## config.mk

```make
export PLATFORM = sky130hd
export DESIGN_NAME = rblk_addr_gen
export DESIGN_NICKNAME = d
export VERILOG_FILES = /design/src/rtl/rbuf_pkg.sv /design/src/rtl/rbuf_wr_ctr.sv /design/src/rtl/rbuf_rd_ctr.sv /design/src/rtl/rbuf_bank_ctl.sv /design/src/rtl/rblk_addr_gen.sv
export SDC_FILE = /design/constraint.sdc
export NUM_CORES = 1
export LEC_CHECK = 0
export BUFFER_PORTS_ARGS = -buffer_cell sky130_fd_sc_hd__buf_2
export CORE_ASPECT_RATIO = 1.25
export CORE_MARGIN = 5
export CORE_UTILIZATION = 53
export CTS_CLUSTER_SIZE = 28
export DETAILED_ROUTE_END_ITERATION = 7
export GPL_TIMING_DRIVEN = 1
export MAX_ROUTING_LAYER = met4
export PLACE_DENSITY = 0.76
export SYNTH_ARGS = -nofsm -noshare
export SYNTH_HDL_FRONTEND = slang
export SYNTH_HIERARCHICAL = 1
export SYNTH_SLANG_ARGS = --single-unit
export TNS_END_PERCENT = 20
```

## constraint.sdc

```tcl
create_clock -name clk -period 4 [get_ports clk]
set_clock_uncertainty 0.05 [all_clocks]
set_input_delay 0.4 -clock clk [delete_from_list [all_inputs] [get_ports clk]]
set_output_delay 0.4 -clock clk [all_outputs]
set_load 0.01 [all_outputs]
```

## src/rtl/rbuf_pkg.sv

```systemverilog
// Shared types for the raster-to-block line buffer addresser.
package rbuf_pkg;
    // Sample class carried with every read issued by the block reader.
    typedef enum logic [1:0] {
        KIND_Y = 2'd0,
        KIND_U = 2'd1,
        KIND_V = 2'd2
    } samp_kind_e;
endpackage

```

## src/rtl/rbuf_wr_ctr.sv

```systemverilog
// Raster write counter. Tracks pixel and line position inside the bank
// being filled. Assumes line_px is nonzero and stable during a frame.
// Pulses bank_done with the write of the last pixel of the last line.
module rbuf_wr_ctr #(
    parameter int PIX_W  = 10,
    parameter int LINE_W = 3
) (
    input  logic              clk,
    input  logic              rst_n,
    input  logic              clr,
    input  logic              fire,
    input  logic [PIX_W:0]    line_px,
    output logic [PIX_W-1:0]  pix,
    output logic [LINE_W-1:0] line,
    output logic              bank_done
);
    logic last_pix;

    // Detect the final pixel of the programmed line length.
    always_comb last_pix = ({1'b0, pix} == (line_px - 1'b1));

    // Bank is complete on the last pixel of the top line index.
    always_comb bank_done = fire && last_pix && (line == {LINE_W{1'b1}});

    // Advance pixel, wrapping into the next line at end of line.
    always_ff @(posedge clk) begin
        if (!rst_n || clr) begin
            pix  <= '0;
            line <= '0;
        end else if (fire) begin
            if (last_pix) begin
                pix  <= '0;
                line <= line + 1'b1;
            end else begin
                pix <= pix + 1'b1;
            end
        end
    end

    // A write never lands beyond the programmed line length.
    p_pix_bound_r4: assert property (@(posedge clk) disable iff (!rst_n)
        fire |-> ({1'b0, pix} < line_px));
endmodule

```

## src/rtl/rbuf_rd_ctr.sv

```systemverilog
// Block read counter. Walks a full bank in 8x8 block order: column, row,
// block within region, region. Colour regions are 16 pixels wide and give
// two luma blocks then U then V; gray regions are 8 wide with one block.
// Assumes line_px is a multiple of the region width and stable per frame.
module rbuf_rd_ctr
    import rbuf_pkg::*;
#(
    parameter int PIX_W  = 10,
    parameter int LINE_W = 3
) (
    input  logic              clk,
    input  logic              rst_n,
    input  logic              clr,
    input  logic              fire,
    input  logic              color,
    input  logic [PIX_W:0]    line_px,
    output logic [PIX_W-1:0]  pix,
    output logic [LINE_W-1:0] row,
    output samp_kind_e        kind,
    output logic              blk_last,
    output logic              bank_done
);
    localparam int COL_W = 3;
    localparam int REG_W = PIX_W - COL_W;
    localparam int BLK_W = 2;

    logic [COL_W-1:0] col;
    logic [BLK_W-1:0] blk;
    logic [REG_W-1:0] rgn;
    logic [PIX_W:0]   n_rgn;
    logic             last_col, last_row, last_blk, last_rgn;
    logic [PIX_W-1:0] base, off;

    // Region count and position flags for the current sample.
    always_comb begin
        n_rgn    = color ? (line_px >> 4) : (line_px >> 3);
        last_col = (col == {COL_W{1'b1}});
        last_row = (row == {LINE_W{1'b1}});
        last_blk = color ? (blk == {BLK_W{1'b1}}) : 1'b1;
        last_rgn = ({{(PIX_W+1-REG_W){1'b0}}, rgn} == (n_rgn - 1'b1));
    end

    // Map block and column to a pixel offset inside the region.
    always_comb begin
        base = color ? (PIX_W'(rgn) << 4) : (PIX_W'(rgn) << 3);
        off  = PIX_W'(col);
        kind = KIND_Y;
        if (color) begin
            case (blk)
                2'd0: off = PIX_W'(col);
                2'd1: off = PIX_W'(col) + PIX_W'(8);
                2'd2: begin off = PIX_W'(col) << 1;             kind = KIND_U; end
                default: begin off = (PIX_W'(col) << 1) + 1'b1; kind = KIND_V; end
            endcase
        end
        pix = base + off;
    end

    // End-of-block and end-of-bank markers.
    always_comb begin
        blk_last  = last_col && last_row;
        bank_done = fire && blk_last && last_blk && last_rgn;
    end

    // Step column, then row, then block, then region.
    always_ff @(posedge clk) begin
        if (!rst_n || clr) begin
            col <= '0;
            row <= '0;
            blk <= '0;
            rgn <= '0;
        end else if (fire) begin
            col <= col + 1'b1;
            if (last_col) begin
                row <= row + 1'b1;
                if (last_row) begin
                    if (last_blk) begin
                        blk <= '0;
                        rgn <= last_rgn ? '0 : rgn + 1'b1;
                    end else begin
                        blk <= blk + 1'b1;
                    end
                end
            end
        end
    end

    // After a block ends mid-bank, the next read starts at its top-left.
    p_blk_restart_r8: assert property (@(posedge clk) disable iff (!rst_n)
        (fire && blk_last && !bank_done && !clr) |=> (col == '0 && row == '0));
endmodule

```

## src/rtl/rbuf_bank_ctl.sv

```systemverilog
// Bank controller. Holds per-bank full flags, writer and reader bank
// pointers and the remaining fill counts of a frame. Assumes writer and
// reader completion pulses come from distinct slots.
module rbuf_bank_ctl #(
    parameter int FL_W   = 12,
    parameter int LINE_W = 3
) (
    input  logic            clk,
    input  logic            rst_n,
    input  logic            start,
    input  logic [FL_W-1:0] cfg_lines,
    input  logic            wr_done,
    input  logic            rd_done,
    output logic            clr,
    output logic            wbank,
    output logic            rbank,
    output logic            wr_ok,
    output logic            rd_ok,
    output logic            frame_done
);
    localparam int CNT_W = FL_W - LINE_W;

    logic             busy;
    logic [1:0]       full;
    logic [CNT_W-1:0] wr_left, rd_left;
    logic [CNT_W-1:0] n_fills;

    // Frame length in bank fills; a new frame is taken only when idle.
    always_comb begin
        n_fills = cfg_lines[FL_W-1:LINE_W];
        clr     = start && !busy;
    end

    // Permission to write the current write bank or read the read bank.
    always_comb begin
        wr_ok = busy && (wr_left != '0) && !full[wbank];
        rd_ok = busy && full[rbank];
    end

    // Bank flags, pointers and frame progress.
    always_ff @(posedge clk) begin
        if (!rst_n) begin
            busy       <= 1'b0;
            full       <= 2'b00;
            wbank      <= 1'b0;
            rbank      <= 1'b0;
            wr_left    <= '0;
            rd_left    <= '0;
            frame_done <= 1'b0;
        end else begin
            frame_done <= 1'b0;
            if (clr) begin
                busy    <= (n_fills != '0);
                full    <= 2'b00;
                wbank   <= 1'b0;
                rbank   <= 1'b0;
                wr_left <= n_fills;
                rd_left <= n_fills;
            end else begin
                if (wr_done) begin
                    full[wbank] <= 1'b1;
                    wbank       <= ~wbank;
                    wr_left     <= wr_left - 1'b1;
                end
                if (rd_done) begin
                    full[rbank] <= 1'b0;
                    rbank       <= ~rbank;
                    rd_left     <= rd_left - 1'b1;
                    if (rd_left == 1) begin
                        busy       <= 1'b0;
                        frame_done <= 1'b1;
                    end
                end
            end
        end
    end

    // A fill that completes never lands on a bank still awaiting reads.
    p_fill_free_r7: assert property (@(posedge clk) disable iff (!rst_n)
        wr_done |-> !full[wbank]);
    // End of frame is a single-cycle pulse.
    p_done_pulse_r9: assert property (@(posedge clk) disable iff (!rst_n)
        frame_done |=> !frame_done);
    // Reading a bank empties it for the writer.
    p_read_frees_r1: assert property (@(posedge clk) disable iff (!rst_n)
        (rd_done && !clr) |=> !full[$past(rbank)]);
endmodule

```

## src/rtl/rblk_addr_gen.sv

```systemverilog
// Top of the raster-to-block line buffer addresser. Alternates write and
// read slots each cycle, muxes the SRAM address and derives the stall.
// Address layout: bit 14 bank, bit 13 zero, bits 12:10 line, 9:0 pixel.
// Assumes configuration inputs stay stable while a frame is running.
module rblk_addr_gen
    import rbuf_pkg::*;
#(
    parameter int PIX_W  = 10,
    parameter int LINE_W = 3,
    parameter int FL_W   = 12,
    localparam int ADDR_W = PIX_W + LINE_W + 2
) (
    input  logic              clk,
    input  logic              rst_n,
    input  logic              cfg_color,
    input  logic [PIX_W:0]    cfg_line_px,
    input  logic [FL_W-1:0]   cfg_lines,
    input  logic              start,
    input  logic              pix_valid,
    output logic              stall,
    output logic [ADDR_W-1:0] sram_addr,
    output logic              sram_we,
    output logic              sram_re,
    output logic              rd_lane,
    output logic [1:0]        rd_kind,
    output logic              rd_blk_last,
    output logic              frame_done
);
    logic              slot;
    logic              clr, wbank, rbank, wr_ok, rd_ok;
    logic              wr_fire, rd_fire, wr_done, rd_done;
    logic [PIX_W-1:0]  wpix, rpix;
    logic [LINE_W-1:0] wline, rrow;
    samp_kind_e        rkind;
    logic              rblk_last;

    // Slot phase: 0 write, 1 read; first cycle after reset is a write.
    always_ff @(posedge clk) begin
        if (!rst_n) slot <= 1'b0;
        else        slot <= ~slot;
    end

    // Transfers fire only in their own slot when permitted.
    always_comb begin
        wr_fire = !slot && wr_ok && pix_valid;
        rd_fire = slot && rd_ok;
        stall   = !wr_ok;
        sram_we = wr_fire;
        sram_re = rd_fire;
    end

    // Address and read tags for the active slot.
    always_comb begin
        if (slot) sram_addr = {rbank, 1'b0, rrow, rpix};
        else      sram_addr = {wbank, 1'b0, wline, wpix};
        rd_kind     = rkind;
        rd_lane     = (rkind != KIND_Y);
        rd_blk_last = rd_fire && rblk_last;
    end

    rbuf_bank_ctl #(.FL_W(FL_W), .LINE_W(LINE_W)) u_ctl (
        .clk(clk), .rst_n(rst_n), .start(start), .cfg_lines(cfg_lines),
        .wr_done(wr_done), .rd_done(rd_done), .clr(clr),
        .wbank(wbank), .rbank(rbank), .wr_ok(wr_ok), .rd_ok(rd_ok),
        .frame_done(frame_done)
    );

    rbuf_wr_ctr #(.PIX_W(PIX_W), .LINE_W(LINE_W)) u_wr (
        .clk(clk), .rst_n(rst_n), .clr(clr), .fire(wr_fire),
        .line_px(cfg_line_px), .pix(wpix), .line(wline), .bank_done(wr_done)
    );

    rbuf_rd_ctr #(.PIX_W(PIX_W), .LINE_W(LINE_W)) u_rd (
        .clk(clk), .rst_n(rst_n), .clr(clr), .fire(rd_fire),
        .color(cfg_color), .line_px(cfg_line_px), .pix(rpix), .row(rrow),
        .kind(rkind), .blk_last(rblk_last), .bank_done(rd_done)
    );

    // Read and write strobes never share a cycle.
    p_no_dual_r2: assert property (@(posedge clk) disable iff (!rst_n)
        !(sram_we && sram_re));
    // Writes can only occur in every other cycle.
    p_we_alt_r2: assert property (@(posedge clk) disable iff (!rst_n)
        sram_we |=> !sram_we);
    // Bit between bank select and line field is never set on a strobe.
    p_gap_bit_r3: assert property (@(posedge clk) disable iff (!rst_n)
        (sram_we || sram_re) |-> !sram_addr[ADDR_W-2]);
endmodule

```

Yosys cells after proc, flatten, opt, wreduce, memory -nomap -nowiden
Index checks and enable logic that the tools add are counted.
{"block": "classes", "n_eq_ne": 9, "muxes": 31, "n_reduce_logical": 36, "order_cmp": 4, "bitwise": 8, "addsub": 13}
{"cell": "$mux W9", "n": 4}
{"cell": "$mux W10", "n": 3}
{"cell": "$pmux W10 S3", "n": 1}
{"cell": "$sub A11 B1 Y11 const B", "n": 2}
{"cell": "$reduce_bool A9 Y1", "n": 2}
{"cell": "$sub A9 B1 Y9 const B", "n": 2}
{"cell": "$logic_and A1 B1 Y1", "n": 15}
{"cell": "$mux W15", "n": 1}
{"cell": "$mux W2", "n": 6}
{"cell": "$eq A10 B11 Y1", "n": 1}
{"cell": "$eq A7 B11 Y1", "n": 1}
{"cell": "$mux W1", "n": 11}
{"cell": "$add A10 B1 Y10 const B", "n": 1}
{"cell": "$add A10 B10 Y10", "n": 1}
{"cell": "$add A3 B1 Y3 const B", "n": 3}
{"cell": "$eq A3 B3 Y1 const B", "n": 3}
{"cell": "$eq A9 B1 Y1 const B", "n": 1}
{"cell": "$mux W8", "n": 1}
{"cell": "$reduce_bool A2 Y1", "n": 4}
{"cell": "$add A7 B1 Y7 const B", "n": 1}
{"cell": "$mux W7", "n": 1}
{"cell": "$reduce_and A2 Y1", "n": 3}
{"cell": "$add A3 B4 Y5 const B", "n": 1}
{"cell": "$add A4 B1 Y5 const B", "n": 1}
{"cell": "18 further kinds", "n": 31}
{"block": "totals", "wordCells": 115, "output_inout_bits": 23, "inputBits": 28, "regBits": 53}

Depth between registers and ports, before layout
Gate-level depths: netlist (run 1).
{"block": "depth", "ltp_word": 13, "ltp_mapped": 14, "mapped_depth_nobuf": 11}

Modules after synthesis
The synthesis (run 1) kept the hierarchy.
{"mod": "rbuf_rd_ctr", "instances": 1, "cells_each": 179, "seq_area_each_um2": 300.3, "area_each_um2": 1430.1}
{"mod": "rbuf_bank_ctl", "instances": 1, "cells_each": 136, "seq_area_each_um2": 480.5, "area_each_um2": 1183.6}
{"mod": "rbuf_wr_ctr", "instances": 1, "cells_each": 149, "seq_area_each_um2": 260.2, "area_each_um2": 1181.1}
{"mod": "rblk_addr_gen", "instances": 1, "cells_each": 25, "seq_area_each_um2": 20.0, "area_each_um2": 286.5}

Worst setup path before layout (run 1)
Ideal clock, no wire load.
{"block": "synth_path", "kind": "in2reg", "startpoint": "input port cfg_color", "endpoint": "register u_ctl.rd_left[7]", "required_ns": 3.876, "cell_stages": 14, "t_arrival_ns": 3.737, "setup_ns": 0.074, "path_buffers": 4, "path_slack_ns": 0.139, "cell_sequence": "buf_4 clkbuf_1 clkbuf_1 mux2i_1 ha_1 xor2_1 a21oi_1 nor4_2 o211ai_1 nor4_4 buf_2 nor4b_1 or4b_1 a31oi_1"}
{"block": "synth_between", "elab_chain_cells": 5, "elab_cells_between_ends": 7, "classes_between": "1 x add/sub; 1 x eq/ne; 2 x mux; 3 x reduce/logical"}
{"item": "from (decl)", "line_no": "rblk_addr_gen.sv:15", "text": "input logic cfg_color,"}
{"item": "$mux W8", "line_no": "rbuf_rd_ctr.sv:36", "text": "n_rgn = color ? (line_px >> 4) : (line_px >> 3);"}
{"item": "$sub A11 B1 Y11", "line_no": "rbuf_rd_ctr.sv:40", "text": "last_rgn = ({{(PIX_W+1-REG_W){1'b0}}, rgn} == (n_rgn - 1'b1));"}
{"item": "$eq A7 B11 Y1", "line_no": "rbuf_rd_ctr.sv:40"}
{"item": "$logic_and A1 B1 Y1 (*)", "line_no": "rbuf_rd_ctr.sv:62", "text": "bank_done = fire && blk_last && last_blk && last_rgn;"}
{"item": "via rd_done", "line_no": "rblk_addr_gen.sv:31", "text": "logic wr_fire, rd_fire, wr_done, rd_done;"}
{"item": "$reduce_bool A2 Y1 (no line) (*)"}
{"item": "to (signal assigned)", "line_no": "rbuf_bank_ctl.sv:58", "text": "rd_left <= n_fills;"}
{"item": "to (signal assigned)", "line_no": "rbuf_bank_ctl.sv:68", "text": "rd_left <= rd_left - 1'b1;"}
{"item": "to (decl)", "line_no": "rbuf_bank_ctl.sv:25", "text": "logic [CNT_W-1:0] wr_left, rd_left;"}
Mark *: on every way through the listed nets, which the timed path passes. The rest lies on a longest branch.
A chain may end at the register's enable or synchronous reset.

Worst setup path in the final report (run 1)
{"block": "layout_path", "startpoint": "input port cfg_line_px[0]", "endpoint": "register u_ctl.wr_left[7]"}
{"block": "layout_between", "elab_chain_cells": 5}
{"item": "from (decl)", "line_no": "rblk_addr_gen.sv:16", "text": "input logic [PIX_W:0] cfg_line_px,"}
{"item": "$sub A11 B1 Y11", "line_no": "rbuf_wr_ctr.sv:20", "text": "always_comb last_pix = ({1'b0, pix} == (line_px - 1'b1));"}
{"item": "$eq A10 B11 Y1", "line_no": "rbuf_wr_ctr.sv:20"}
{"item": "$logic_and A1 B1 Y1 (2 in a row)", "line_no": "rbuf_wr_ctr.sv:23", "text": "always_comb bank_done = fire && last_pix && (line == {LINE_W{1'b1}});"}
{"item": "via wr_done", "line_no": "rblk_addr_gen.sv:31"}
{"item": "$reduce_bool A2 Y1 (no line)"}
{"item": "to (signal assigned)", "line_no": "rbuf_bank_ctl.sv:57", "text": "wr_left <= n_fills;"}
{"item": "to (signal assigned)", "line_no": "rbuf_bank_ctl.sv:63", "text": "wr_left <= wr_left - 1'b1;"}
{"item": "to (decl)", "line_no": "rbuf_bank_ctl.sv:25"}
The timed path passes the listed nets, and every way through them passes these cells.

==> tab_implementation.tex, run 1 <==
\begin{tabular}{lr}
\hline
Metric & Value \\
\hline
\multicolumn{2}{l}{\textbf{Power}} \\
\quad Power per cell area & roughly 250 nW/um\^{}2 \\
\quad IR drop worst, VDD & 231 uV \\
\quad Leak & between 1.5 and 2 nW \\
\quad Total power & 0.00113 W \\
\multicolumn{2}{l}{\textbf{Synthesis}} \\
\quad Fraction of synthesized cell area in xor and xnor cells & 0.0708 \\
\quad Distinct cell type count of the synthesized netlist & 78 \\
\quad Synth async-reset ratio & 0 \\
\quad Number of register bits inferred by synthesis & 53 \\
\quad Share of cell area taken by muxes after synthesis & 0.0822 \\
\quad Synthesized-area fraction occupied by adder cells & 0.0582 \\
\quad Average size of a mapped cell & approximately 8.3 um\^{}2 \\
\quad Post-synth top area cell & dfxtp\_1 \\
\quad Largest family of logic cells by synthesized area & simple AND/OR/NAND/NOR gates \\
\quad Area fraction of the dominant cell type after synthesis & 0.260 \\
\quad Simple-gate area share of the yosys netlist & 0.265 \\
\quad Area fraction in compound gates after synthesis & 0.208 \\
\quad Synthesized area & 4080 um\^{}2 \\
\quad Syn nets & 536 \\
\quad Most used DFF post-synth & dfxtp\_1 \\
\quad Dominant cells by area after synthesis & dfxtp\_1 26\%, ha\_1 5.8\%, a21oi\_1 3.9\% \\
\quad Sequential area share after synthesis & 0.260 \\
\quad Warnings from Yosys & 6 \\
\quad EDFF count, synth & 0 \\
\quad Syn Inst Count & 489 \\
\multicolumn{2}{l}{\textbf{Floorplanning}} \\
\quad Vertical die dimension & 108 um \\
\quad Standard cell core area & 7440 um\^{}2 \\
\quad Floorplan die area & 9570 um\^{}2 \\
\quad I/O pins & 51 \\
\quad Die boundary width & 88.5 um \\
\quad Rows & 35 \\
\quad Initial cell density of the core & 0.548 \\
\multicolumn{2}{l}{\textbf{STA}} \\
\quad Setup repair after global routing missed its margin & false \\
\quad Post-Route Setup TNS & 0 ns \\
\quad Final critical-path share of the clock period & 0.881 \\
\quad Final count of hold timing violations & 0 \\
\quad Worst-Margin Slew & 0.599 ns \\
\quad Highest attainable clock frequency & 0.284 GHz \\
\quad Total count of max-transition violations in the final report & 0 \\
\quad Relative slew slack & 0.594 \\
\quad Post-Route Hold Slack & 0.316 ns \\
\quad Crit path setup slack, layout & 0.477 ns \\
\quad Final-report setup violation count & 0 \\
\quad Final min period & between 3 and 4 ns \\
\multicolumn{2}{l}{\textbf{Clock network}} \\
\quad CTS Buf Count & 5 \\
\quad Cts hold-fix bufs & 0 \\
\quad Total clock sinks & 53 \\
\quad Number of buffers added for setup after CTS & 0 \\
\quad Max Buffers Root-to-Sink & 2 \\
\quad Worst-skew pair later-pin latency & 0.31 ns \\
\quad Cts repair resizes & 0 \\
\quad Clock tree from TritonCTS & yes \\
\quad Clock tree root driver cell & clkbuf\_8 \\
\quad CTS HTree Levels & 2 \\
\quad Register clock-pin slew on the reported worst setup and hold paths & 0.09 ns \\
\multicolumn{2}{l}{\textbf{Place}} \\
\quad Routability cong. & 0.906 \\
\quad Half-perimeter wire length after placement & 7530 um \\
\quad Worst slack at placement & 0.200 ns \\
\quad Port buffer count & 46 \\
\multicolumn{2}{l}{\textbf{Critical path}} \\
\quad Critical path class & primary input to flip-flop \\
\quad R2r startpoint & u\_ctl/wr\_left[2]\$\_SDFFE\_PN0P\_ \\
\quad Reg2Reg Depth & 10 \\
\quad Launching element of the worst setup path & cfg\_line\_px[0] \\
\quad Worst Path Arrival & between 3 and 4 ns \\
\quad WP data required & 4.19 ns \\
\quad Reg2Reg Setup Slack & $\sim$0.70 ns \\
\quad Critical R2R Capture & u\_ctl/wr\_left[7]\$\_SDFFE\_PN0P\_ \\
\quad End of the critical path & u\_ctl/wr\_left[7]\$\_SDFFE\_PN0P\_ \\
\quad Kind of start point of the critical path & primary input \\
\quad Worst Setup End Kind & flip-flop \\
\quad Highest net fanout along the worst path & 8 \\
\multicolumn{2}{l}{\textbf{GRT}} \\
\quad Overall global routing resource usage & 0.218 \\
\quad Wire length of the first global-routing pass & 16600 um \\
\quad Maximum number of pins on one net before global-route repair & 30 \\
\quad Total congestion overflow after global routing & 0 \\
\quad Initial antenna violation count & 0 \\
\quad Number of global-route vias before repair & 3649 \\
\multicolumn{2}{l}{\textbf{Finish}} \\
\quad Fraction of layout instances using a drive strength above 1 & 0.192 \\
\quad Leading cell type in the layout, fill and taps excluded & dfxtp\_1 \\
\quad Area growth syn-to-layout & 9.23\% \\
\quad Number of nets in the layout & 574 \\
\quad Antenna fix cells & 0 \\
\quad Number of filler instances in the final layout & about 700 \\
\quad Commonest cells after routing, fill and taps aside & 53 x dfxtp\_1, 46 x buf\_2, 33 x nand2\_1 \\
\multicolumn{2}{l}{\textbf{Routing}} \\
\quad Vias post-DR & 3813 \\
\quad First drt pass iteration count & 5 \\
\quad Number of antenna-violating nets in the routed design & 0 \\
\quad DR vias/cell & 6.16 \\
\quad Residual DRC & 0 \\
\quad Post-DR wirelength/cell & approximately 16 um \\
\quad Final wirelength & 9790 um \\
\quad Drt initial violations & 146 \\
\multicolumn{2}{l}{\textbf{Run}} \\
\quad Number of violations of the max-capacitance limit & 0 \\
\multicolumn{2}{l}{\textbf{Min path}} \\
\quad Path category of the worst min-delay check & primary input to flip-flop \\
\multicolumn{2}{l}{\textbf{Outcome}} \\
\quad Run status & finished clean \\
\hline
\end{tabular}
==> area by class of cell <==
class	count	area [um^2]	area share
Timing Repair Buffer	54	290	0.0651
Multi-Input combinational cell	390	2800	0.628
Sequential cell	53	1060	0.238
Inverter	23	86.3	0.0194
Clock inverter	2	35.0	0.00786
Tap cell	92	115	0.0258
Clock buffer	5	68.8	0.0154
==> report_power, final <==
part	leakage (nW)	total [W]	switching (W)	internal (W)
Sequential	0.432	0.000566	0.0000203	0.000546
Combinational	1.26	0.000209	0.000128	0.0000809
Clock	0.0540	0.000350	0.000168	0.000182
==> cell families (layout without fill, tap and decap cells) <==
kind of cell               after synthesis  in the layout
adders and majority gates               19             19
DFF                                     53             53
other                                    2              2
AOI/OAI and AO/OA                      126            126
buffers and inverters                   46             84
and+or+nand+nor                        181            181
xor gates and xnor gates                33             33
muxes                                   29             29
==> worst max-delay path, stage by stage <==
cell and delay (ns):
buf_2 0.14, inv_1 0.06, ha_1 0.20, or3b_2 0.50, nor4_1 0.36, xnor2_1 0.24, o311ai_4 0.24, nor4_4 0.32
and2_1 0.20, or3b_1 0.45, or4_1 0.43, a31oi_1 0.18
==> cells in the mapped netlist (3+ instances only) <==
cell type,number
o41ai_1,4
o22ai_1,3
nand2b_1,6
buf_2,6
a21oi_1,32
or2_2,3
a31oi_1,13
nor2_1,29
o32ai_1,3
xnor2_1,18
inv_1,23
or4_1,6
nor3_1,19
o21ai_0,22
and3_1,4
nor3b_1,4
nor4_1,6
nand3_1,15
clkbuf_1,11
buf_4,4
or4b_1,4
a211oi_1,4
and3b_1,3
mux2_4,6
nor2b_1,7
or3b_1,3
mux2i_1,11
and2_1,4
nand2_1,33
nand4_1,4
xor2_1,15
dfxtp_1,53
or3_1,8
o31ai_1,10
o211ai_1,7
o21a_1,4
ha_1,19
mux2_2,12
==> sequential cells by signal, indices dropped and copies added (netlist names) <==
register	flops
slot	1
u_ctl/busy	1
u_ctl/frame_done	1
u_ctl/full	2
u_ctl/rbank	1
u_ctl/rd_left	9
u_ctl/wbank	1
u_ctl/wr_left	9
u_rd/blk	2
u_rd/col	3
u_rd/rgn	7
u_rd/row	3
u_wr/line	3
u_wr/pix	10
==> routing by layer <==
layer  part of all wire  up-vias  global-route usage  wire length, um
met5                  0        -                   -                0
met4              0.031        0              0.0950              301
met3              0.051       23              0.0259              495
met2               0.50      121               0.376             4900
met1               0.42     1783               0.251             4090
li1                   -     1886                   -                -
==> worst min path at each step <==
stage / start / end / slack, ns / cells after the start
finish: cfg_lines[4] / u_ctl/rd_left[1]$_SDFFE_PN0P_ / 0.32 / 3
global route: cfg_lines[4] / u_ctl/wr_left[1]$_SDFFE_PN0P_ / 0.33 / 3
CTS: cfg_lines[4] / u_ctl/rd_left[1]$_SDFFE_PN0P_ / 0.30 / 3
detailed placement: u_rd/row[2]$_SDFFE_PP0P_ / u_rd/row[2]$_SDFFE_PP0P_ / 0.42 / 2
global placement: u_rd/row[1]$_SDFFE_PP0P_ / u_rd/row[1]$_SDFFE_PP0P_ / 0.42 / 2
floorplan: u_rd/row[2]$_SDFFE_PP0P_ / u_rd/row[2]$_SDFFE_PP0P_ / 0.40 / 2
==> through the flow <==
stage | std cells | util | cell area, um^2
floorplan | 489 | - | 4080
global placement | 612 | 0.585 | 4350
detailed placement | 612 | 0.585 | 4350
CTS | 619 | 0.599 | 4460
global route | 619 | 0.599 | 4460
finish | 619 | 0.599 | 4460
(Power assumes the default switching activity.)
==> run 2: changes to the inputs <==
Settings changed: CORE_UTILIZATION 53 to 59, PLACE_DENSITY 0.76 to 0.8.
Clock period 4 ns to 3.25 ns, I/O delays scaled along.
==> run 2 against run 1 <==
Register-to-register slack got worse by 0.50 ns; sequential power increased by 23%; count of clock-buffer cells in the layout increased by 1; power increased by 31%; core utilization increased by 9.7 points; routed wire length increased by 9.7%; global-route usage increased by 3.4 points; setup slack got worse by 0.40 ns; die area decreased by 9.1%; clock power increased by 35%; first-iteration DRC count increased by 86%; critical path type unchanged; largest power group unchanged.
==> tab_implementation.tex, run 2 (same netlist as run 1, synthesis figures left out) <==
\begin{tabular}{lr}
\hline
Metric & Value \\
\hline
\multicolumn{2}{l}{\textbf{STA}} \\
\quad Worst-Margin Slew & 0.649 ns \\
\quad Highest attainable clock frequency & 0.315 GHz \\
\quad Relative slew slack & 0.561 \\
\quad Crit path setup slack, layout & 0.0760 ns \\
\quad Post-Route Hold Slack & 0.245 ns \\
\quad Setup repair after global routing missed its margin & false \\
\quad Final min period & 3.17 ns \\
\quad Final count of hold timing violations & 0 \\
\quad Total count of max-transition violations in the final report & 0 \\
\quad Final critical-path share of the clock period & 0.977 \\
\quad Final-report setup violation count & 0 \\
\multicolumn{2}{l}{\textbf{Clock network}} \\
\quad Total clock sinks & 53 \\
\quad Clock tree from TritonCTS & yes \\
\quad Worst-skew pair later-pin latency & 0.31 ns \\
\quad Cts hold-fix bufs & 0 \\
\quad CTS HTree Levels & 2 \\
\quad CTS Buf Count & 5 \\
\quad Register clock-pin slew on the reported worst setup and hold paths & 0.10 ns \\
\quad Number of buffers added for setup after CTS & 0 \\
\quad Max Buffers Root-to-Sink & 2 \\
\quad Clock tree root driver cell & clkbuf\_8 \\
\quad Cts repair resizes & 0 \\
\multicolumn{2}{l}{\textbf{Routing}} \\
\quad DR vias/cell & around 6.2 \\
\quad Vias post-DR & 4026 \\
\quad Drt initial violations & around 270 \\
\quad Post-DR wirelength/cell & 16.5 um \\
\quad Number of antenna-violating nets in the routed design & 0 \\
\quad Residual DRC & 0 \\
\quad Final wirelength & 10700 um \\
\quad First drt pass iteration count & 5 \\
\multicolumn{2}{l}{\textbf{Finish}} \\
\quad Commonest cells after routing, fill and taps aside & 53 x dfxtp\_1, 46 x buf\_2, 40 x buf\_4 \\
\quad Registers with the most flip-flops & u\_wr/pix: 10 flops, u\_ctl/rd\_left: 9 flops, u\_ctl/wr\_left: 9 flops \\
\quad Area growth syn-to-layout & 16.7\% \\
\quad Antenna fix cells & 0 \\
\quad Number of filler instances in the final layout & 546 \\
\quad Area of all placed cells without fillers & between 4000 and 5000 um\^{}2 \\
\quad Leading cell type in the layout, fill and taps excluded & dfxtp\_1 \\
\quad Fraction of layout instances using a drive strength above 1 & 0.254 \\
\quad Max FFs per register & 10 \\
\quad Register with the most flip-flops & u\_wr/pix \\
\quad Number of nets in the layout & 606 \\
\quad Final standard cell count with taps included and fillers excluded & 650 \\
\multicolumn{2}{l}{\textbf{Power}} \\
\quad Total power & between 0.001 and 0.0015 W \\
\quad Leak & 1.91 nW \\
\quad IR drop worst, VDD & roughly 310 uV \\
\quad Power per cell area & 308 nW/um\^{}2 \\
\multicolumn{2}{l}{\textbf{Place}} \\
\quad Placed insts & 642 \\
\quad Port buffer count & 46 \\
\quad Half-perimeter wire length after placement & approximately 8100 um \\
\quad Instance area after placement & 4630 um\^{}2 \\
\quad Routability cong. & 0.914 \\
\quad Worst slack at placement & -0.130 ns \\
\multicolumn{2}{l}{\textbf{GRT}} \\
\quad Wire length of the first global-routing pass & about 18000 um \\
\quad Initial antenna violation count & 0 \\
\quad Overall global routing resource usage & 0.252 \\
\quad Total congestion overflow after global routing & 0 \\
\quad Number of global-route vias before repair & $\sim$3900 \\
\quad Maximum number of pins on one net before global-route repair & 29 \\
\multicolumn{2}{l}{\textbf{Floorplanning}} \\
\quad Floorplan die area & about 8700 um\^{}2 \\
\quad Initial cell density of the core & 0.596 \\
\quad Die boundary width & 84.4 um \\
\quad Vertical die dimension & 103 um \\
\quad I/O pins & 51 \\
\quad Rows & 34 \\
\quad Standard cell core area & a little under 7000 um\^{}2 \\
\multicolumn{2}{l}{\textbf{Critical path}} \\
\quad Critical path class & primary input to flip-flop \\
\quad Worst Setup End Kind & flip-flop \\
\quad Worst Path Arrival & roughly 3.4 ns \\
\quad Kind of start point of the critical path & primary input \\
\quad Highest net fanout along the worst path & 6 \\
\quad WP data required & 3.44 ns \\
\multicolumn{2}{l}{\textbf{Min path}} \\
\quad Path category of the worst min-delay check & primary input to flip-flop \\
\multicolumn{2}{l}{\textbf{Outcome}} \\
\quad Run status & finished clean \\
\multicolumn{2}{l}{\textbf{Run}} \\
\quad Number of violations of the max-capacitance limit & 0 \\
\hline
\end{tabular}
## run 2: worst paths after layout
check                                     start                            end  slack [ns]  cells after the start
hold reg to reg        u_rd/row[2]$_SDFFE_PP0P_       u_rd/row[2]$_SDFFE_PP0P_        0.44                      2
setup / recovery                 cfg_line_px[0]  u_ctl/wr_left[3]$_SDFFE_PN0P_        0.08                     12
hold / removal                     cfg_lines[4]  u_ctl/wr_left[1]$_SDFFE_PN0P_        0.24                      3
setup reg to reg  u_ctl/wr_left[2]$_SDFFE_PN0P_  u_ctl/wr_left[3]$_SDFFE_PN0P_        0.20                     10
## run 2: metal layers
| metal | vias up | wire length [um] | share of wire | global-route usage |
|---|---|---|---|---|
| met1 | 1923 | 4370 | 0.41 | 0.262 |
| met2 | 115 | 5570 | 0.52 | 0.465 |
| met3 | 32 | 430 | 0.040 | 0.0432 |
| li1 | 1956 | - | - | - |
| met5 | - | 0 | 0 | - |
| met4 | 0 | 378 | 0.035 | 0.121 |
## run 2: critical path, stage by stage
cell and delay [ns]:
buf_2 0.10, inv_1 0.05, ha_1 0.18, or3b_4 0.42, nor4_4 0.37, xnor2_2 0.18
o311ai_4 0.18, nor4_4 0.34, and2_1 0.20, or3b_4 0.42, or3_2 0.42, a31oi_1 0.17
## run 2: power by group
part           switching [W]  internal (W)  leakage, nW
combinational       0.000170      0.000126         1.42
sequential         0.0000266      0.000672        0.432
clock               0.000223      0.000251       0.0574
total               0.000420       0.00105         1.91
## run 2: stage by stage
| stage | utilization | TNS, ns |
|---|---|---|
| 2_1_floorplan | - | -0.268 |
| 5_1_grt | 0.696 | 0 |
| 4_1_cts | 0.693 | 0 |
| 3_3_place_gp | 0.676 | -0.107 |
| 6_report | 0.696 | 0 |
| 3_5_place_dp | 0.676 | -0.433 |
## run 2: layout make-up
class | count | area [um^2] | area share
Sequential cell | 53 | 1060 | 0.223
Clock buffer | 6 | 82.6 | 0.0173
Multi-Input combinational cell | 390 | 2850 | 0.599
Timing Repair Buffer | 86 | 531 | 0.111
Tap cell | 90 | 113 | 0.0236
Inverter | 23 | 86.3 | 0.0181
Clock inverter | 2 | 37.5 | 0.00788
==> run 3: changes to the inputs <==
Settings changed: CORE_UTILIZATION 59 to 40, PLACE_DENSITY 0.8 to 0.58.
==> run 3 against run 2 <==
Final area rose by 2.4%; non-clock buffer count rose by 2; power rose by 9.2%; register-to-register slack improved by 0.07 ns; sequential power barely moved; critical path depth did not move; hold slack improved by 0.027 ns; flip-flop and latch count did not move; core utilization fell by 21 points; die area rose by 42%; global-route usage fell by 7.0 points.
==> tab_implementation.tex, run 3 (same netlist as run 1, synthesis figures left out) <==
\begin{tabular}{lr}
\hline
Metric & Value \\
\hline
\multicolumn{2}{l}{\textbf{Critical path}} \\
\quad Critical R2R Capture & u\_ctl/wr\_left[3]\$\_SDFFE\_PN0P\_ \\
\quad End of the critical path & u\_ctl/wr\_left[3]\$\_SDFFE\_PN0P\_ \\
\quad Worst Setup End Kind & flip-flop \\
\quad Launching element of the worst setup path & cfg\_line\_px[0] \\
\quad Reg2Reg Depth & 9 \\
\quad Worst Path Arrival & 3.28 ns \\
\quad R2r startpoint & u\_wr/pix[9]\$\_SDFFE\_PP0P\_ \\
\quad Reg2Reg Setup Slack & 0.27 ns \\
\quad Kind of start point of the critical path & primary input \\
\quad Critical path class & primary input to flip-flop \\
\quad WP data required & 3.42 ns \\
\quad Highest net fanout along the worst path & 6 \\
\multicolumn{2}{l}{\textbf{Routing}} \\
\quad Residual DRC & 0 \\
\quad Drt initial violations & 145 \\
\quad Vias post-DR & 3860 \\
\quad Post-DR wirelength/cell & 15.5 um \\
\quad First drt pass iteration count & 4 \\
\quad DR vias/cell & 5.59 \\
\quad Final wirelength & $\sim$11000 um \\
\quad Number of antenna-violating nets in the routed design & 0 \\
\multicolumn{2}{l}{\textbf{Power}} \\
\quad Switching part of the total power & 0.274 \\
\quad Int Pwr & 0.00116 W \\
\quad IR drop worst, VDD & 302 uV \\
\quad P\_sw & 0.000440 W \\
\quad Power per cell area & approximately 330 nW/um\^{}2 \\
\quad Relative contribution of combinational cells to total power & 0.184 \\
\quad Sequential group share of total power & 0.434 \\
\quad Relative contribution of the clock network to total power & 0.381 \\
\quad Leak & slightly below 2 nW \\
\multicolumn{2}{l}{\textbf{Clock network}} \\
\quad CTS Buf Count & 5 \\
\quad Total clock sinks & 53 \\
\quad Cts hold-fix bufs & 0 \\
\quad Clock tree root driver cell & clkbuf\_16 \\
\quad CTS HTree Levels & 2 \\
\quad Register clock-pin slew on the reported worst setup and hold paths & 0.07 ns \\
\quad Max Buffers Root-to-Sink & 2 \\
\quad Worst-skew pair later-pin latency & between 0.2 and 0.3 ns \\
\quad Number of buffers added for setup after CTS & 0 \\
\quad Clock tree from TritonCTS & yes \\
\multicolumn{2}{l}{\textbf{Floorplanning}} \\
\quad Floorplan die area & 12300 um\^{}2 \\
\quad Die boundary width & between 100 and 150 um \\
\quad I/O pins & 51 \\
\quad Rows & between 40 and 50 \\
\quad Initial cell density of the core & 0.406 \\
\quad Standard cell core area & roughly 10000 um\^{}2 \\
\quad Vertical die dimension & 123 um \\
\multicolumn{2}{l}{\textbf{Finish}} \\
\quad Register with the most flip-flops & u\_wr/pix \\
\quad Number of nets in the layout & 608 \\
\quad Registers with the most flip-flops & u\_wr/pix: 10 flops, u\_ctl/rd\_left: 9 flops, u\_ctl/wr\_left: 9 flops \\
\quad Leading cell type in the layout, fill and taps excluded & dfxtp\_1 \\
\quad Max FFs per register & 10 \\
\quad Antenna fix cells & 0 \\
\quad Area of all placed cells without fillers & $\sim$4900 um\^{}2 \\
\quad Commonest cells after routing, fill and taps aside & 53 x dfxtp\_1, 46 x buf\_2, 41 x buf\_4 \\
\quad Area growth syn-to-layout & 19.5\% \\
\quad Number of filler instances in the final layout & $\sim$1000 \\
\quad Fraction of layout instances using a drive strength above 1 & 0.251 \\
\multicolumn{2}{l}{\textbf{GRT}} \\
\quad Initial antenna violation count & 0 \\
\quad Maximum number of pins on one net before global-route repair & 40 \\
\quad Total congestion overflow after global routing & 0 \\
\quad Wire length of the first global-routing pass & 17900 um \\
\quad Number of global-route vias before repair & 3676 \\
\quad Overall global routing resource usage & 0.183 \\
\multicolumn{2}{l}{\textbf{STA}} \\
\quad Final critical-path share of the clock period & 0.956 \\
\quad Final min period & 3.11 ns \\
\quad Highest attainable clock frequency & 0.322 GHz \\
\quad Final-report setup violation count & 0 \\
\quad Crit path setup slack, layout & 0.142 ns \\
\quad Worst-Margin Slew & 0.774 ns \\
\quad Total count of max-transition violations in the final report & 0 \\
\quad Setup repair after global routing missed its margin & false \\
\quad Relative slew slack & 0.476 \\
\quad Final count of hold timing violations & 0 \\
\multicolumn{2}{l}{\textbf{Min path}} \\
\quad WHS Path Cells & 3 \\
\quad Path category of the worst min-delay check & primary input to flip-flop \\
\quad Worst Hold Launch & cfg\_lines[4] \\
\multicolumn{2}{l}{\textbf{Outcome}} \\
\quad Run status & finished clean \\
\multicolumn{2}{l}{\textbf{Place}} \\
\quad Port buffer count & 46 \\
\quad Instance area after placement & 4700 um\^{}2 \\
\quad Routability cong. & between 0.8 and 0.9 \\
\quad Worst slack at placement & -0.180 ns \\
\quad Half-perimeter wire length after placement & 8390 um \\
\multicolumn{2}{l}{\textbf{Run}} \\
\quad Number of violations of the max-capacitance limit & 0 \\
\hline
\end{tabular}
run 3: metrics by stage:
step,utilization,hold slack [ns],TNS (ns),total power [W],std cells
after floorplan,-,0.400,-0.268,0.000896,489
after global placement,0.468,0.419,-0.287,0.00100,683
after detailed placement,0.468,0.427,-0.508,0.00101,683
after CTS,0.485,0.256,0,0.00162,691
after global routing,0.485,0.308,0,0.00169,691
final,0.485,0.272,0,0.00160,691
run 3: per-layer routing:
layer  routed length, um  track usage  up-vias
met5                   0            -        -
met4                 188       0.0598        0
met3                 382       0.0254       14
met2                5570        0.327       74
met1                4580        0.210     1807
li1                    -            -     1965
run 3: worst min-delay path by stage:
stage / endpoint / slack (ns)
after detailed placement: u_wr/line[2]$_SDFFE_PP0P_ / 0.43
after floorplan: u_rd/row[2]$_SDFFE_PP0P_ / 0.40
final: u_ctl/wr_left[1]$_SDFFE_PN0P_ / 0.27
after global placement: u_rd/row[1]$_SDFFE_PP0P_ / 0.42
after global routing: u_ctl/rd_left[1]$_SDFFE_PN0P_ / 0.31
after CTS: u_ctl/wr_left[1]$_SDFFE_PN0P_ / 0.26
run 3: area by class of cell:
| type | count | area, um^2 | share of cell area |
|---|---|---|---|
| Multi-Input combinational cell | 390 | 2840 | 0.582 |
| Sequential cell | 53 | 1060 | 0.218 |
| Timing Repair Buffer | 88 | 558 | 0.114 |
| Tap cell | 129 | 161 | 0.0331 |
| Clock buffer | 5 | 125 | 0.0257 |
| Inverter | 23 | 86.3 | 0.0177 |
| Clock inverter | 3 | 46.3 | 0.00949 |
run 3: repair_timing:
item,in CTS,in global routing
setup endpoints to repair,0,2
hold endpoints to repair,0,0
gates resized for setup,0,1
run 3: critical path: stages:
cell,delay (ns)
buf_2,0.10
inv_1,0.05
ha_1,0.18
or3b_4,0.42
nor4_4,0.35
xnor2_2,0.17
o311ai_4,0.16
nor4_4,0.31
and2_1,0.21
or3b_4,0.42
or3_2,0.41
a31oi_1,0.15
run 3: power groups by stage:
stage          Sequential (W)  Combinational [W]  Clock [W]
2_1_floorplan        0.000705           0.000191          0
3_3_place_gp         0.000710           0.000290          0
3_5_place_dp         0.000712           0.000295          0
4_1_cts              0.000696           0.000297   0.000632
5_1_grt              0.000701           0.000326   0.000662
6_report             0.000697           0.000295   0.000612
